===== config.mk =====
export PLATFORM = sky130hd
export DESIGN_NAME = eeprom_wait_ctl
export DESIGN_NICKNAME = d
export VERILOG_FILES = /design/src/rtl/eewc_pkg.sv /design/src/rtl/eewc_pulse_timer.sv /design/src/rtl/eewc_seq.sv /design/src/rtl/eewc_hold.sv /design/src/rtl/eeprom_wait_ctl.sv
export SDC_FILE = /design/constraint.sdc
export NUM_CORES = 1
export LEC_CHECK = 0
export BUFFER_PORTS_ARGS = -buffer_cell sky130_fd_sc_hd__buf_2
export CAP_MARGIN = 20
export CELL_PAD_IN_SITES_DETAIL_PLACEMENT = 0
export CELL_PAD_IN_SITES_GLOBAL_PLACEMENT = 2
export CORE_MARGIN = 2
export CORE_UTILIZATION = 26
export DETAILED_ROUTE_END_ITERATION = 10
export MAX_ROUTING_LAYER = met4
export PLACE_DENSITY = 0.86
export SKIP_CTS_REPAIR_TIMING = 1
export SLEW_MARGIN = 30
export SYNTH_ARGS = -nofsm -noshare
export SYNTH_HDL_FRONTEND = slang
export SYNTH_SLANG_ARGS = --single-unit

===== constraint.sdc =====
create_clock -name clk -period 1.71 [get_ports clk]
set_input_delay 0.342 -clock clk [delete_from_list [all_inputs] [get_ports clk]]
set_output_delay 0.342 -clock clk [all_outputs]
set_load 0.01 [all_outputs]

===== src/rtl/eewc_pkg.sv =====
package eewc_pkg;

   typedef enum logic [2:0] {
      ST_IDLE    = 3'd0,
      ST_CLEAR   = 3'd1,
      ST_GAP     = 3'd2,
      ST_WRITE   = 3'd3,
      ST_ERASE   = 3'd4,
      ST_RELEASE = 3'd5
   } eewc_state_e;

   function automatic logic st_is_quiet(eewc_state_e s);
      return (s == ST_IDLE) || (s == ST_RELEASE);
   endfunction

   function automatic logic st_is_pulse(eewc_state_e s);
      return (s == ST_CLEAR) || (s == ST_WRITE) || (s == ST_ERASE);
   endfunction

endpackage


===== src/rtl/eewc_pulse_timer.sv =====
module eewc_pulse_timer #(
   parameter int PULSE_CYC = 8,
   parameter int CNT_W     = $clog2(PULSE_CYC + 1)
) (
   input  logic clk,
   input  logic rst,
   input  logic load,
   output logic expired
);
   localparam logic [CNT_W-1:0] LOAD_VAL = CNT_W'(PULSE_CYC - 1);

   logic [CNT_W-1:0] cnt_q;

   always_ff @(posedge clk) begin
      if (rst) begin
         cnt_q <= '0;
      end else if (load) begin
         cnt_q <= LOAD_VAL;
      end else if (cnt_q != '0) begin
         cnt_q <= cnt_q - 1'b1;
      end
   end

   assign expired = (cnt_q == '0);
endmodule


===== src/rtl/eewc_seq.sv =====
module eewc_seq
   import eewc_pkg::*;
(
   input  logic        clk,
   input  logic        rst,
   input  logic        req,
   input  logic        req_erase,
   input  logic        skip_clear,
   input  logic        wr_level,
   input  logic        expired,
   output eewc_state_e state,
   output logic        start,
   output logic        load
);
   eewc_state_e state_q, state_d;

   assign start = (state_q == ST_IDLE) && req;

   always_comb begin
      state_d = state_q;
      load    = 1'b0;
      unique case (state_q)
         ST_IDLE: begin
            if (start) begin
               load = 1'b1;
               if (req_erase)       state_d = ST_ERASE;
               else if (skip_clear) state_d = ST_WRITE;
               else                 state_d = ST_CLEAR;
            end
         end
         ST_CLEAR: begin
            if (expired) state_d = ST_GAP;
         end
         ST_GAP: begin
            load    = 1'b1;
            state_d = ST_WRITE;
         end
         ST_WRITE, ST_ERASE: begin
            if (expired) state_d = ST_RELEASE;
         end
         ST_RELEASE: begin
            if (!wr_level) state_d = ST_IDLE;
         end
         default: state_d = ST_IDLE;
      endcase
   end

   always_ff @(posedge clk) begin
      if (rst) state_q <= ST_IDLE;
      else     state_q <= state_d;
   end

   assign state = state_q;
endmodule


===== src/rtl/eewc_hold.sv =====
module eewc_hold #(
   parameter int AW = 11,
   parameter int DW = 8
) (
   input  logic          clk,
   input  logic          rst,
   input  logic          capture,
   input  logic          use_held,
   input  logic          force_ones,
   input  logic [AW-1:0] bus_addr,
   input  logic [DW-1:0] bus_data,
   output logic [AW-1:0] pin_addr,
   output logic [DW-1:0] pin_data
);
   logic [AW-1:0] addr_q;
   logic [DW-1:0] data_q;

   always_ff @(posedge clk) begin
      if (rst) begin
         addr_q <= '0;
         data_q <= '0;
      end else if (capture) begin
         addr_q <= bus_addr;
         data_q <= bus_data;
      end
   end

   assign pin_addr = use_held ? addr_q : bus_addr;

   for (genvar b = 0; b < DW; b++) begin : g_bit
      assign pin_data[b] = force_ones | data_q[b];
   end
endmodule


===== src/rtl/eeprom_wait_ctl.sv =====
module eeprom_wait_ctl
   import eewc_pkg::*;
#(
   parameter int AW       = 11,
   parameter int DW       = 8,
   parameter int CLK_HZ   = 50_000_000,
   parameter int PULSE_US = 10_000,
   parameter bit ERASE_EN = 1'b1
) (
   input  logic          clk,
   input  logic          rst,
   input  logic [AW-1:0] cpu_addr,
   input  logic [DW-1:0] cpu_wdata,
   output logic [DW-1:0] cpu_rdata,
   input  logic          cpu_wr,
   input  logic          cpu_rd,
   input  logic          mem_sel,
   input  logic          ers_sel,
   input  logic          skip_clear,
   output logic          cpu_ready,
   output logic [AW-1:0] mem_addr,
   output logic [DW-1:0] mem_wdata,
   input  logic [DW-1:0] mem_rdata,
   output logic          mem_ce,
   output logic          mem_oe,
   output logic          mem_we,
   output logic          mem_erase,
   output logic          vpp_en
);
   localparam int PULSE_CYC = (CLK_HZ / 1000) * PULSE_US / 1000;
   localparam int CNT_W     = $clog2(PULSE_CYC + 1);

   if (AW < 1 || DW < 1) begin : g_bad_width
      $error("eeprom_wait_ctl: AW and DW must be positive");
   end
   if (PULSE_CYC < 2) begin : g_bad_pulse
      $error("eeprom_wait_ctl: pulse must last at least two clock cycles");
   end

   logic        req, req_erase, start, load, expired;
   logic        quiet, in_pulse;
   eewc_state_e state;

   if (ERASE_EN) begin : g_erase
      assign req_erase = ers_sel;
      assign req       = cpu_wr && (mem_sel || ers_sel);
   end else begin : g_no_erase
      assign req_erase = 1'b0;
      assign req       = cpu_wr && (mem_sel || ers_sel);
   end

   eewc_seq u_seq (
      .clk        (clk),
      .rst        (rst),
      .req        (req),
      .req_erase  (req_erase),
      .skip_clear (skip_clear),
      .wr_level   (cpu_wr),
      .expired    (expired),
      .state      (state),
      .start      (start),
      .load       (load)
   );

   eewc_pulse_timer #(
      .PULSE_CYC (PULSE_CYC),
      .CNT_W     (CNT_W)
   ) u_timer (
      .clk     (clk),
      .rst     (rst),
      .load    (load),
      .expired (expired)
   );

   assign quiet    = st_is_quiet(state);
   assign in_pulse = st_is_pulse(state);

   eewc_hold #(
      .AW (AW),
      .DW (DW)
   ) u_hold (
      .clk        (clk),
      .rst        (rst),
      .capture    (start),
      .use_held   (!quiet),
      .force_ones (state == ST_CLEAR),
      .bus_addr   (cpu_addr),
      .bus_data   (cpu_wdata),
      .pin_addr   (mem_addr),
      .pin_data   (mem_wdata)
   );

   assign cpu_ready = quiet && !start;
   assign vpp_en    = in_pulse;
   assign mem_we    = (state == ST_CLEAR) || (state == ST_WRITE);
   assign mem_erase = (state == ST_ERASE);
   assign mem_ce    = quiet ? mem_sel : 1'b1;
   assign mem_oe    = quiet && mem_sel && cpu_rd && !cpu_wr;
   assign cpu_rdata = mem_rdata;
endmodule


==> flow_metrics.env <==
export IMPL_status="complete, but fails checks"
export IMPL_violations="negative setup slack"
export IMPL_drv_cap=0
export IMPL_r2r_start="u_timer.cnt_q[14]"
export IMPL_synth_cells=265
export IMPL_ir_drop_v=0.000595
export IMPL_hold_ws_ns=0.270
export IMPL_tritoncts="built"
export IMPL_ios=67
export IMPL_power_density_nw_per_um2=1470
export IMPL_wire_per_inst_um=13.4
export IMPL_cts_inserted_buffers=5
export IMPL_nNetsFinal=382
export IMPL_drtIter0Drc=65
export IMPL_grt_pass1_wl_um=9020
export IMPL_cp_cell_sequence="inv_2, nor2_4, nor3_4, clkbuf_16, mux2_4, buf_6"
export IMPL_area_growth_pct=47.1
export IMPL_worstPathArrival_ns=1.72
export IMPL_drive_gt1_share_pct=48.4
export IMPL_skew_ns=0.00616
export IMPL_cts_max_path_buffers=2
export IMPL_diodes=0
export IMPL_path_clk_slew_ns=0.08
export IMPL_die_w_um=95.9
export IMPL_syn_area_um2=2190
export IMPL_synth_async_sr_flop_share_pct=0
export IMPL_detail_route_antenna_nets=0
export IMPL_drc_errors=0
export IMPL_clk_latency_ns=0.30
export IMPL_synth_ff_type="dfxtp_1"
export IMPL_clock_fmax_ghz=0.485
export IMPL_slowest_stage="dfxtp_2"
export IMPL_synth_top_cell_by_area="dfxtp_1"
export IMPL_synth_edff_count=0
export IMPL_syn_avg_cell_area_um2=8.28
export IMPL_rsz0062_at_grt="true"
export IMPL_grt_max_degree=20
export IMPL_dp_hpwl_um=4100
export IMPL_first_global_vias=1901
export IMPL_first_pass_iters=4
export IMPL_worstSetupStartpoint="u_seq.state[2]"
export IMPL_yosysWarnings=0
export IMPL_cp_required_ns=1.37
export IMPL_yosysMostFrequentCell="nand2_1"
export IMPL_start_util_pct=26.7
export IMPL_antenna_found_initial=0
export IMPL_synth_top_area_share_pct=37.4
export IMPL_maxSlewHeadroom_pct=64.9
export IMPL_routed_wl_um=6050
export IMPL_path_max_fanout=5
export IMPL_htreeDepth=2
export IMPL_finalCriticalPeriod_ns=2.06
export IMPL_path_buf_inv=3
export IMPL_cts_sinks=41
export IMPL_vias=2159
export IMPL_min_period_over_period_pct=120
export IMPL_grt_overflow=0
export IMPL_worstSetupStartpointType="register"
export IMPL_portBuffers=50
export IMPL_worstHoldStart="cpu_wdata[3]"
export IMPL_place_ws_ns=-0.116
export IMPL_fp_dieH_um=95.9
export IMPL_fin_ws_ns=-0.350
export IMPL_critPathKind="register to output pin"
export IMPL_cp_depth=6
export IMPL_vias_per_cell=4.78
export IMPL_synth_area_leaders="dfxtp_1, nand2_1, a21oi_1, mux2_2, xor2_1"
export IMPL_gp_congestion=0.873
export IMPL_slowest_delay_ns=0.35
export IMPL_ys_seq_area_share_pct=37.4
export IMPL_r2r_end="u_seq.state[1]"
export IMPL_synthesis_nets=301
export IMPL_leakagePower_nw=1.40
export IMPL_final_max_slew_violation_count=0
export IMPL_core_um2=8220
export IMPL_tightest_slew_ns=0.523
export IMPL_min_path_type="input port to register"
export IMPL_hold_violations=0
export IMPL_ys_types=46
export IMPL_netlist_top_cells_count="nand2_1, dfxtp_1, a21oi_1"
export IMPL_cts_root_buf="clkbuf_8"
export IMPL_setup_violations_final=24
export IMPL_rows=33
export IMPL_grt_use_total_pct=12.7
export IMPL_cp_end_kind="output pin"
export IMPL_dieArea_um2=9190
export IMPL_r2r_slack_ns=-0.02
export IMPL_worstRegToRegCells=6
export IMPL_cp_top_family="buffers and inverters"
export IMPL_ys_seq_elements=41
export IMPL_worstSetupEndpoint="mem_addr[2]"
logic make-up after synthesis:
logic type / after synthesis / synth area share [%]
muxes: 12 / 6.16
and+or+nand+nor: 112 / 27.8
DFF: 41 / 37.4
xor gates and xnor gates: 13 / 5.19
buffers and inverters: 28 / 6.39
adders and majority gates: 2 / 1.14
AOI/OAI and AO/OA: 57 / 15.9
state kept, by name, summed over array words and instances (netlist names):
signal / count
u_hold.data_q: 8
u_seq.state: 3
u_hold.addr_q: 11
u_timer.cnt_q: 19
through the flow:
step	setup TNS, ns	total power, mW	cell area, um^2	instances	utilization (%)
finish	-4.86	4.73	3230	452	39.3
detailed placement	-0.491	3.45	2770	436	33.8
global placement	-0.169	3.43	2770	436	33.8
CTS	-7.04	4.15	2870	444	34.9
floorplan	-0.00817	2.62	2210	265	-
global route	-7.29	5.05	3230	452	39.3
tightest hold or removal path: stages:
cell and delay (ns):
buf_2 0.09, nand2_1 0.04, a21oi_1 0.05
how the worst min path moves through the flow:
stage,to,depth (start not counted)
detailed placement,u_hold.addr_q[6],2
global placement,u_hold.data_q[2],2
CTS,u_hold.data_q[5],3
finish,u_hold.data_q[3],3
floorplan,u_hold.data_q[0],2
global route,u_hold.data_q[4],3
cell type report:
| class | instances | area [um^2] |
|---|---|---|
| clock buffer | 6 | 82.6 |
| clock inverter | 2 | 13.8 |
| fill | 812 | 4990 |
| inverter | 6 | 22.5 |
| multi-input combinational | 196 | 1430 |
| sequential | 41 | 836 |
| tap | 105 | 131 |
| timing repair buffer | 96 | 717 |
power breakdown:
part           switching, mW  leakage (nW)  internal, mW  total [mW]
combinational           1.27          1.01          1.45        2.72
sequential             0.181         0.340          1.15        1.33
clock                  0.355        0.0512         0.327       0.682
per-layer routing:
layer	global-route usage (%)	part of all wire (%)	up-vias
met4	4.05	1.3	0
met5	-	0	-
met1	16.9	47	1041
li1	-	-	1081
met3	2.27	2.9	6
met2	19.5	49	31
layout by cell type, fill, tap and decap left out, types with 6 or more instances in the layout:
cell type | synthesis | layout
mux2_4 | 0 | 12
dfxtp_1 | 41 | 33
buf_4 | 8 | 38
nand2_1 | 43 | 42
or2_2 | 10 | 10
buf_6 | 0 | 17
dfxtp_2 | 0 | 6
a21oi_1 | 29 | 28
xor2_1 | 8 | 8
a31oi_1 | 7 | 7
nor2_1 | 16 | 15
buf_2 | 4 | 39
clkbuf_8 | 0 | 6
Note: power is estimated with default switching activity, not from simulation.
